`src/rtl/ssp_pkg.sv`:
```
package ssp_pkg;
  localparam int ADDR_W = 2;
  localparam logic [ADDR_W-1:0] A_DATA = 2'd0;
  localparam logic [ADDR_W-1:0] A_CTRL = 2'd1;
  localparam logic [ADDR_W-1:0] A_STAT = 2'd2;
  localparam int ST_BUSY = 0;
  localparam int ST_PEND = 1;
endpackage

```
`src/rtl/ssp_master_clk.sv`:
```
module ssp_master_clk #(
  parameter int RATE_W = 2
) (
  input  logic              clk,
  input  logic              rst,
  input  logic              run,
  input  logic [RATE_W-1:0] rate,
  output logic              sck,
  output logic              rise,
  output logic              fall
);
  localparam int CNT_W = (1 << RATE_W);

  logic [CNT_W-1:0] cnt;
  logic [CNT_W-1:0] half_m1;
  logic             sck_q;
  logic             tick;

  assign half_m1 = (CNT_W'(1) << rate) - CNT_W'(1);
  assign tick    = run && (cnt == half_m1);
  assign rise    = tick && !sck_q;
  assign fall    = tick && sck_q;
  assign sck     = sck_q;

  always_ff @(posedge clk) begin
    if (rst || !run) begin
      cnt   <= '0;
      sck_q <= 1'b0;
    end else if (tick) begin
      cnt   <= '0;
      sck_q <= ~sck_q;
    end else begin
      cnt   <= cnt + CNT_W'(1);
    end
  end

  AST_CNT_BOUND: assert property (@(posedge clk) disable iff (rst)
    run |-> (cnt <= half_m1));

endmodule

```
`src/rtl/ssp_slave_edge.sv`:
```
module ssp_slave_edge #(
  parameter int SYNC_STAGES = 2
) (
  input  logic clk,
  input  logic rst,
  input  logic sck_in,
  input  logic si_in,
  output logic rise,
  output logic fall,
  output logic si_sync
);
  localparam int CH = SYNC_STAGES + 1;

  logic [CH-1:0]          sck_ch;
  logic [SYNC_STAGES-1:0] si_ch;

  always_ff @(posedge clk) begin
    if (rst) begin
      sck_ch <= '0;
      si_ch  <= '0;
    end else begin
      sck_ch[0] <= sck_in;
      si_ch[0]  <= si_in;
      for (int k = 1; k < CH; k++) sck_ch[k] <= sck_ch[k-1];
      for (int k = 1; k < SYNC_STAGES; k++) si_ch[k] <= si_ch[k-1];
    end
  end

  assign rise    = sck_ch[CH-2] && !sck_ch[CH-1];
  assign fall    = !sck_ch[CH-2] && sck_ch[CH-1];
  assign si_sync = si_ch[SYNC_STAGES-1];

endmodule

```
`src/rtl/ssp_shifter.sv`:
```
module ssp_shifter #(
  parameter int DW = 8
) (
  input  logic          clk,
  input  logic          rst,
  input  logic          run,
  input  logic          load,
  input  logic [DW-1:0] load_val,
  input  logic          clr,
  input  logic          sample_en,
  input  logic          shift_en,
  input  logic          si,
  output logic [DW-1:0] data,
  output logic          so,
  output logic          done
);
  localparam int CW = (DW > 1) ? $clog2(DW) : 1;

  logic [CW-1:0] cnt;
  logic          samp;

  assign done = shift_en && (cnt == CW'(DW-1));
  assign so   = data[DW-1];

  always_ff @(posedge clk) begin
    if (rst) begin
      data <= '0;
      cnt  <= '0;
      samp <= 1'b0;
    end else begin
      if (load) data <= load_val;
      if (clr) cnt <= '0;
      if (sample_en) samp <= si;
      if (shift_en) begin
        data <= {data[DW-2:0], samp};
        cnt  <= done ? '0 : cnt + CW'(1);
      end
    end
  end

  AST_SHIFT_ONLY_ON_FALL: assert property (@(posedge clk) disable iff (rst)
    (run && !shift_en && !load) |=> $stable(data));

endmodule

```
`src/rtl/sync_serial_port.sv`:
```
module sync_serial_port #(
  parameter int DATA_W      = 8,
  parameter int RATE_W      = 2,
  parameter int SYNC_STAGES = 2
) (
  input  logic                       clk,
  input  logic                       rst,
  input  logic                       reg_wr,
  input  logic [ssp_pkg::ADDR_W-1:0] reg_addr,
  input  logic [DATA_W-1:0]          reg_wdata,
  output logic [DATA_W-1:0]          rd_data,
  output logic                       irq_o,
  output logic                       sck_o,
  output logic                       sck_oe,
  input  logic                       sck_i,
  output logic                       so_o,
  input  logic                       si_i
);
  import ssp_pkg::*;

  localparam int CTRL_W = RATE_W + 2;

  logic [RATE_W-1:0] rate_q;
  logic              master_q;
  logic              ie_q;
  logic              busy_q;
  logic              pend_q;
  logic              irq_q;
  logic [DATA_W-1:0] rd_q;

  logic m_sck, m_rise, m_fall;
  logic s_rise, s_fall, s_si;
  logic rise, fall, si_sel, done;
  logic wr_data, wr_ctrl, wr_stat, start;
  logic [DATA_W-1:0] sh_data;

  assign wr_data = reg_wr && (reg_addr == A_DATA);
  assign wr_ctrl = reg_wr && (reg_addr == A_CTRL);
  assign wr_stat = reg_wr && (reg_addr == A_STAT);
  assign start   = wr_stat && reg_wdata[ST_BUSY] && !busy_q;

  ssp_master_clk #(.RATE_W(RATE_W)) u_mclk (
    .clk (clk),
    .rst (rst),
    .run (busy_q && master_q),
    .rate(rate_q),
    .sck (m_sck),
    .rise(m_rise),
    .fall(m_fall)
  );

  ssp_slave_edge #(.SYNC_STAGES(SYNC_STAGES)) u_sedge (
    .clk    (clk),
    .rst    (rst),
    .sck_in (sck_i),
    .si_in  (si_i),
    .rise   (s_rise),
    .fall   (s_fall),
    .si_sync(s_si)
  );

  assign rise   = busy_q && (master_q ? m_rise : s_rise);
  assign fall   = busy_q && (master_q ? m_fall : s_fall);
  assign si_sel = master_q ? si_i : s_si;

  ssp_shifter #(.DW(DATA_W)) u_shift (
    .clk      (clk),
    .rst      (rst),
    .run      (busy_q),
    .load     (wr_data && !busy_q),
    .load_val (reg_wdata),
    .clr      (start),
    .sample_en(rise),
    .shift_en (fall),
    .si       (si_sel),
    .data     (sh_data),
    .so       (so_o),
    .done     (done)
  );

  always_ff @(posedge clk) begin
    if (rst) begin
      rate_q   <= '0;
      master_q <= 1'b0;
      ie_q     <= 1'b0;
      busy_q   <= 1'b0;
      pend_q   <= 1'b0;
      irq_q    <= 1'b0;
      rd_q     <= '0;
    end else begin
      if (wr_ctrl && !busy_q) begin
        rate_q   <= reg_wdata[RATE_W-1:0];
        master_q <= reg_wdata[RATE_W];
        ie_q     <= reg_wdata[RATE_W+1];
      end
      if (wr_stat && reg_wdata[ST_PEND]) pend_q <= 1'b0;
      if (done) begin
        busy_q <= 1'b0;
        pend_q <= 1'b1;
      end else if (start) begin
        busy_q <= 1'b1;
      end
      irq_q <= pend_q && ie_q;
      case (reg_addr)
        A_DATA:  rd_q <= sh_data;
        A_CTRL:  rd_q <= DATA_W'({ie_q, master_q, rate_q});
        A_STAT:  rd_q <= DATA_W'({pend_q, busy_q});
        default: rd_q <= '0;
      endcase
    end
  end

  assign rd_data = rd_q;
  assign irq_o   = irq_q;
  assign sck_o   = m_sck;
  assign sck_oe  = master_q;

  AST_DONE_SETS_PEND: assert property (@(posedge clk) disable iff (rst)
    done |=> (pend_q && !busy_q));
  AST_IRQ_GATED: assert property (@(posedge clk) disable iff (rst)
    !ie_q |=> !irq_o);
  AST_SLAVE_QUIET: assert property (@(posedge clk) disable iff (rst)
    !master_q |-> (!sck_oe && !sck_o));
  AST_IDLE_EDGES_IGNORED: assert property (@(posedge clk) disable iff (rst)
    (!busy_q && !wr_data) |=> $stable(sh_data));
  AST_BUSY_BLOCKS_WRITE: assert property (@(posedge clk) disable iff (rst)
    (busy_q && wr_data && !fall) |=> $stable(sh_data));
  AST_CTRL_WIDTH: assert property (@(posedge clk) disable iff (rst)
    (busy_q && wr_ctrl) |=> $stable({ie_q, master_q, rate_q}));

  initial begin
    AST_CTRL_FITS: assert (CTRL_W <= DATA_W);
  end

endmodule

```
`config.mk`:
```
export PLATFORM = sky130hd
export DESIGN_NAME = sync_serial_port
export DESIGN_NICKNAME = d
export VERILOG_FILES = /design/src/rtl/ssp_pkg.sv /design/src/rtl/ssp_master_clk.sv /design/src/rtl/ssp_slave_edge.sv /design/src/rtl/ssp_shifter.sv /design/src/rtl/sync_serial_port.sv
export SDC_FILE = /design/constraint.sdc
export NUM_CORES = 1
export LEC_CHECK = 0
export BUFFER_PORTS_ARGS = -buffer_cell sky130_fd_sc_hd__buf_4
export CELL_PAD_IN_SITES_DETAIL_PLACEMENT = 2
export CELL_PAD_IN_SITES_GLOBAL_PLACEMENT = 2
export CORE_MARGIN = 4
export CORE_UTILIZATION = 35
export CTS_CLUSTER_DIAMETER = 120
export DETAILED_ROUTE_END_ITERATION = 8
export PLACE_DENSITY_LB_ADDON = 0.1
export REMOVE_ABC_BUFFERS = 1
export SLEW_MARGIN = 25
export SYNTH_ARGS = -nofsm -noshare
export SYNTH_HDL_FRONTEND = slang
export SYNTH_HIERARCHICAL = 1
export SYNTH_SLANG_ARGS = --single-unit
export TNS_END_PERCENT = 100
```
`constraint.sdc`:
```
create_clock -name clk -period 2.4 [get_ports clk]
set_input_delay 0.24 -clock clk [delete_from_list [all_inputs] [get_ports clk]]
set_output_delay 0.24 -clock clk [all_outputs]
set_load 0.01 [all_outputs]
```
### Yosys cells after proc, flatten, opt, wreduce, memory -nomap -nowiden

Cells that the tools add are included.

| operators by class | value |
|---|---|
| add/subtract/negate cells | 3 |
| multiply operators | 0 |
| div/mod/pow operators | 0 |
| magnitude comparators | 0 |
| equality and inequality tests | 4 |
| shift-type cells | 1 |
| mux-type cells | 11 |
| bitwise operators | 1 |
| reductions and logical operators | 30 |

Operators by type and width:

| kind | count |
|---|---|
| $pmux 8 s3 | 1 |
| $logic_and 1x1->1 | 18 |
| $mux 8 | 2 |
| $mux 3 | 3 |
| $reduce_bool 2->1 | 3 |
| $logic_not 1->1 | 5 |
| $mux 1 | 5 |
| $add 4x1->4 const B | 1 |
| $eq 4x4->1 | 1 |
| $reduce_or 2->1 | 2 |
| $shl 1x2->4 const A | 1 |
| $sub 4x2->4 const B | 1 |
| $add 3x1->3 const B | 1 |
| $eq 3x3->1 const B | 1 |
| $eq 2x1->1 const B | 1 |
| $eq 2x2->1 const B | 1 |
| $logic_not 2->1 | 1 |
| $logic_or 1x1->1 | 1 |
| $not 1->1 | 1 |

| word-level totals | value |
|---|---|
| bits in registers | 37 |
| bits in latches | 0 |
| RAM bits | 0 |
| ROM bits | 0 |
| logic and storage cells | 64 |
| memories | 0 |

### Longest topological paths before layout

| logic depth | value |
|---|---|
| word-level depth | 10 |
| depth in mapped cells | 10 |
| gate-level depth less buffers | 9 |

### Modules after synthesis

Netlist, hierarchy kept.

Modules (own cells, without submodules):

| module | times used | cells each | area an instance (µm²) |
|---|---|---|---|
| sync_serial_port | 1 | 62 | 641.9 |
| ssp_shifter | 1 | 55 | 566.8 |
| ssp_master_clk | 1 | 29 | 289.0 |
| ssp_slave_edge | 1 | 12 | 143.9 |

### Least setup slack after synthesis

Ideal clock, no wire load.

| path | value |
|---|---|
| path type | register to register |
| start point | register master_q (netlist: sck_oe) |
| end point | register pend_q |
| data arrival time | 2,111 ps |
| slack | 204 ps |
| cell stages (with the launch flop) | 11 |
| buffers on the path | 1 |
| period minus slack after synthesis | 2,196 ps |
| cells stage by stage | dfxtp_1 > and2_1 > and2b_1 > o21ai_2 > nor4b_1 > mux2i_1 > nor2_1 > clkbuf_1 > and2_1 > nor4bb_1 > a211oi_1 |

| on the way | value |
|---|---|
| word-level cells in the longest chain between the ends | 7 |

RTL lines:

| item | RTL line | source |
|---|---|---|
| start: declaration | sync_serial_port.sv:24 | `logic master_q;` |
| start signal: assignment | sync_serial_port.sv:93 | `master_q <= reg_wdata[RATE_W];` |
| $logic_and 1x1->1 * | sync_serial_port.sv:45 | `.run (busy_q && master_q),` |
| $logic_and 1x1->1 * | ssp_master_clk.sv:20 | `assign tick = run && (cnt == half_m1);` |
| $logic_and 1x1->1 * | ssp_master_clk.sv:22 | `assign fall = tick && sck_q;` |
| via m_fall | sync_serial_port.sv:31 | `logic m_sck, m_rise, m_fall;` |
| $mux 1 * | sync_serial_port.sv:63 | `assign fall = busy_q && (master_q ? m_fall : s_fall);` |
| $logic_and 1x1->1 * | sync_serial_port.sv:63 |  |
| via fall | sync_serial_port.sv:33 | `logic rise, fall, si_sel, done;` |
| $logic_and 1x1->1 * | ssp_shifter.sv:22 | `assign done = shift_en && (cnt == CW'(DW-1));` |
| via done | sync_serial_port.sv:33 |  |
| $mux 1 / $reduce_bool 2->1 (equally long branches) | -- |  |
| end signal: assignment | sync_serial_port.sv:87 | `pend_q <= 1'b0;` |
| end signal: assignment | sync_serial_port.sv:96 | `if (wr_stat && reg_wdata[ST_PEND]) pend_q <= 1'b0;` |
| end signal: assignment | sync_serial_port.sv:99 | `pend_q <= 1'b1;` |
| end: declaration | sync_serial_port.sv:27 | `logic pend_q;` |

The timed path passes the listed nets; every way through them passes the cells marked *.
A chain may end at the register's enable or synchronous reset.

### Final worst setup path

| path | value |
|---|---|
| start point | register busy_q |
| end point | register pend_q |

| on the way | value |
|---|---|
| word-level cells in the longest chain between the ends | 7 |

RTL lines:

| item | RTL line | source |
|---|---|---|
| start: declaration | sync_serial_port.sv:26 | `logic busy_q;` |
| start signal: assignment | sync_serial_port.sv:86 | `busy_q <= 1'b0;` |
| start signal: assignment | sync_serial_port.sv:98 | `busy_q <= 1'b0;` |
| start signal: assignment | sync_serial_port.sv:101 | `busy_q <= 1'b1;` |
| $logic_and 1x1->1 * | sync_serial_port.sv:45 |  |
| $logic_and 1x1->1 * | ssp_master_clk.sv:20 |  |
| $logic_and 1x1->1 * | ssp_master_clk.sv:22 |  |
| via m_fall | sync_serial_port.sv:31 |  |
| $mux 1 * | sync_serial_port.sv:63 |  |
| $logic_and 1x1->1 * | sync_serial_port.sv:63 |  |
| via fall | sync_serial_port.sv:33 |  |
| $logic_and 1x1->1 * | ssp_shifter.sv:22 |  |
| via done | sync_serial_port.sv:33 |  |
| $mux 1 / $reduce_bool 2->1 (equally long branches) | -- |  |

Marked as above.

==> impl_results.md <==
* DR WL/cell at 17.1 um
* Max incr delay on CP at 0.45 ns
* Synth area leader: dfxtp_1
* Syn Area/Cell at 10.4 um2
* Crit path launch type: flop
* Netlist cell types at 33
* FF-to-FF End: pend_q
* Synth warnings at 6
* Setup CP Type: flop to flop
* Pre-CTS setup slack at 0.289 ns
* CTS Buf Count at 5
* Maxcap violations at 0
* Post-DRT Antenna Nets at 0
* Worst Hold Path Cells at 2
* R2R depth at 9
* H-tree Lvls at 2
* Critical path, cell by cell: and2_1 -> and2b_1 -> o21ai_2 -> nor4b_1 -> mux2i_1 -> nor2_2 -> and2_1 -> nor4bb_1 -> a211oi_1
* Final hold vios at 0
* Drt pass-1 iters at 4
* First-pass GRT wire length at 7130 um
* Area of the multi-input gates at 837 um2
* Die X at 76.5 um
* VDD IR max at 0.258 mV
* Fin crit share at 87.1%
* Yosys top cell area share at 45.1%
* Fmax at 479 MHz
* CTS clk-pin slew, worst paths at 0.07 ns
* FF/Latch Area at 741 um2
* Post-CTS Hold Buffers at 0
* # DRC at 0
* Hold path start: sck_i
* Cells after Synth at 158
* Flops & latches, synth at 37
* DR iter-0 viols at 47
* Detail Placement HPWL at 3000 um
* DR vias/cell at 5.24
* Inserted Diodes at 0
* Largest net degree at the start of global routing at 34
* Worst-path fanout max at 6
* I/O pins at 27
* Skew-Pair Late Insertion Delay at 0.28 ns
* Final wirelength at 4110 um
* Post-synthesis sequential area ratio at 45.1%
* Min-Delay Endpoint: u_sedge/sck_ch[0]
* Final nets at 206
* Root Buffer: clkbuf_8
* Total track usage at 15.2%
* Die Height at 76.5 um
* Pwr Total at 0.00116 W
* Starting density of the core at 36.9%
* Crit path buf inv count at 0
* RSZ-0062 raised after global routing: false
* Final setup vio count at 0
* Critical path arrival at 2.29 ns
* Reg-to-Reg Start: busy_q
* Slew Limit Fails at 0
* Clock Path Buffers at 2
* Worst Hold Class: input pin to flop
* Register-to-register setup slack at 0.31 ns
* Crit path capture type: flop
* CTS tree: built
* Synthesized area at 0.00164 mm2
* Syn-to-layout area delta at 20.7%
* Leak at 0.782 nW
* Status: completed
* Slew HR at 59.3%
* Setup Skew at 0.00497 ns
* Core Footprint at 0.00444 mm2
* Top Family by Delay on Critical Path: simple AND/OR/NAND/NOR gates
* Full die area at 0.00585 mm2
* Pwr Density at 584 mW/mm2
* Initial antenna violation count at 0
* Cell row count at 24
* CP Data Required Time at 2.60 ns
* Vias in the first global route at 1345
* Top cells by area, synth: dfxtp_1 (45%), mux2i_1 (12%), nor2b_1 (6.1%)
* Fillcell total at 496
* Final setup TNS at 0 ns
* Sink Count at 37
* Final GP Congestion at 0.694
* I/O Buffers at 26
* Worst path most repeated cell: and2_1
* Post-route setup slack at 0.311 ns
* Worst Tran Pin Value at 0.602 ns
* Slowest CP cell: dfxtp_1
* GR Overflow Total at 0
* Crit path time final at 2.09 ns
* Vias at 1258
* Share of cells above drive strength 1 at 23.9%
==> cell families after synthesis <==
family / synth area share, %
simple gates: 24.2
flops: 45.1
compound gates: 10.7
mux: 12.3
buf+inv: 4.42
fa+ha+maj: 2.29
xor+xnor: 1.07
==> layer usage <==
metal | GRT usage (%) | vias to the layer above | wire length [um]
li1 | - | 615 | -
met1 | 19.3 | 614 | 1940
met2 | 25.3 | 23 | 1970
met3 | 4.26 | 6 | 154
met4 | 3.80 | 0 | 40
met5 | 0 | - | 0
==> where the power goes <==
part	internal (W)	switching, W
Sequential	0.000627	0.00000957
Clock	0.000228	0.000205
Combinational	0.0000444	0.0000433
==> metrics by stage <==
stage / hold WS (ns) / cells / util, % / cell area [um2]
floorplan: 0.309 / 150 / - / 1590
global placement: 0.419 / 233 / 42.6 / 1890
detailed placement: 0.432 / 233 / 42.6 / 1890
CTS: 0.163 / 240 / 44.5 / 1980
global route: 0.156 / 240 / 44.6 / 1980
finish: 0.174 / 240 / 44.6 / 1980
==> layout by cell type (no fill, tap or decap), types with 2 or more instances in the layout <==
cell / instances
nand3b_1: 2
or3b_1: 4
nand2b_1: 10
nor2b_1: 16
a211oi_1: 10
buf_4: 31
nor2_1: 11
o32ai_1: 2
ha_1: 3
nor3_1: 3
nor4bb_1: 2
mux2i_1: 19
inv_1: 5
clkbuf_8: 6
dfxtp_1: 37
a21oi_1: 3
and2_1: 7
==> cell usage after synthesis (all sizes together) <==
library cell / n
o31a: 1
inv: 5
a211oi: 10
a2bb2oi: 1
nand3: 1
nor2: 12
xor2: 1
a21oi: 4
o211a: 1
nand4b: 1
o32ai: 2
mux2i: 19
nand2b: 10
or3b: 4
mux2: 1
buf: 6
and2: 7
clkbuf: 2
nor3: 3
o311ai: 1
xnor2: 1
dfxtp: 37
and2b: 1
o21ai: 1
nand3b: 2
nor4: 1
nor2b: 16
nor4b: 2
nor4bb: 2
ha: 3
==> worst max-delay path by stage <==
stage           start      to  slack [ns]  cells past startpoint
2_1_floorplan  sck_oe  pend_q        0.21                      9
3_3_place_gp   busy_q  pend_q        0.38                      9
3_5_place_dp   busy_q  pend_q        0.29                      9
4_1_cts        busy_q  pend_q        0.19                      9
5_1_grt        busy_q  pend_q        0.03                      9
6_report       busy_q  pend_q        0.31                      9
==> sequential cells by signal (all words and copies together), names as in the netlist <==
name and count:
rd_data 8, u_shift/data 8, u_mclk/cnt 4, u_sedge/sck_ch 3
u_shift/cnt 3, rate_q 2, u_sedge/si_ch 2, busy_q 1
ie_q 1, irq_o 1, pend_q 1, sck_oe 1
u_mclk/sck 1, u_shift/samp 1
==> area by class of cell <==
| cell class | instances | area share [%] |
|---|---|---|
| tap | 52 | 3.28 |
| multi-input combinational | 108 | 42.3 |
| timing repair buffer | 31 | 11.7 |
| inverter | 5 | 0.948 |
| clock buffer | 7 | 4.36 |
| sequential | 37 | 37.4 |
==> repair_timing <==
item / CTS / global route
setup endpoints to repair: 0 / 3
resized for setup: 0 / 1
buffers inserted: 0 / 0
hold endpoints to repair: 0 / 0
(Power assumes the default switching activity.)
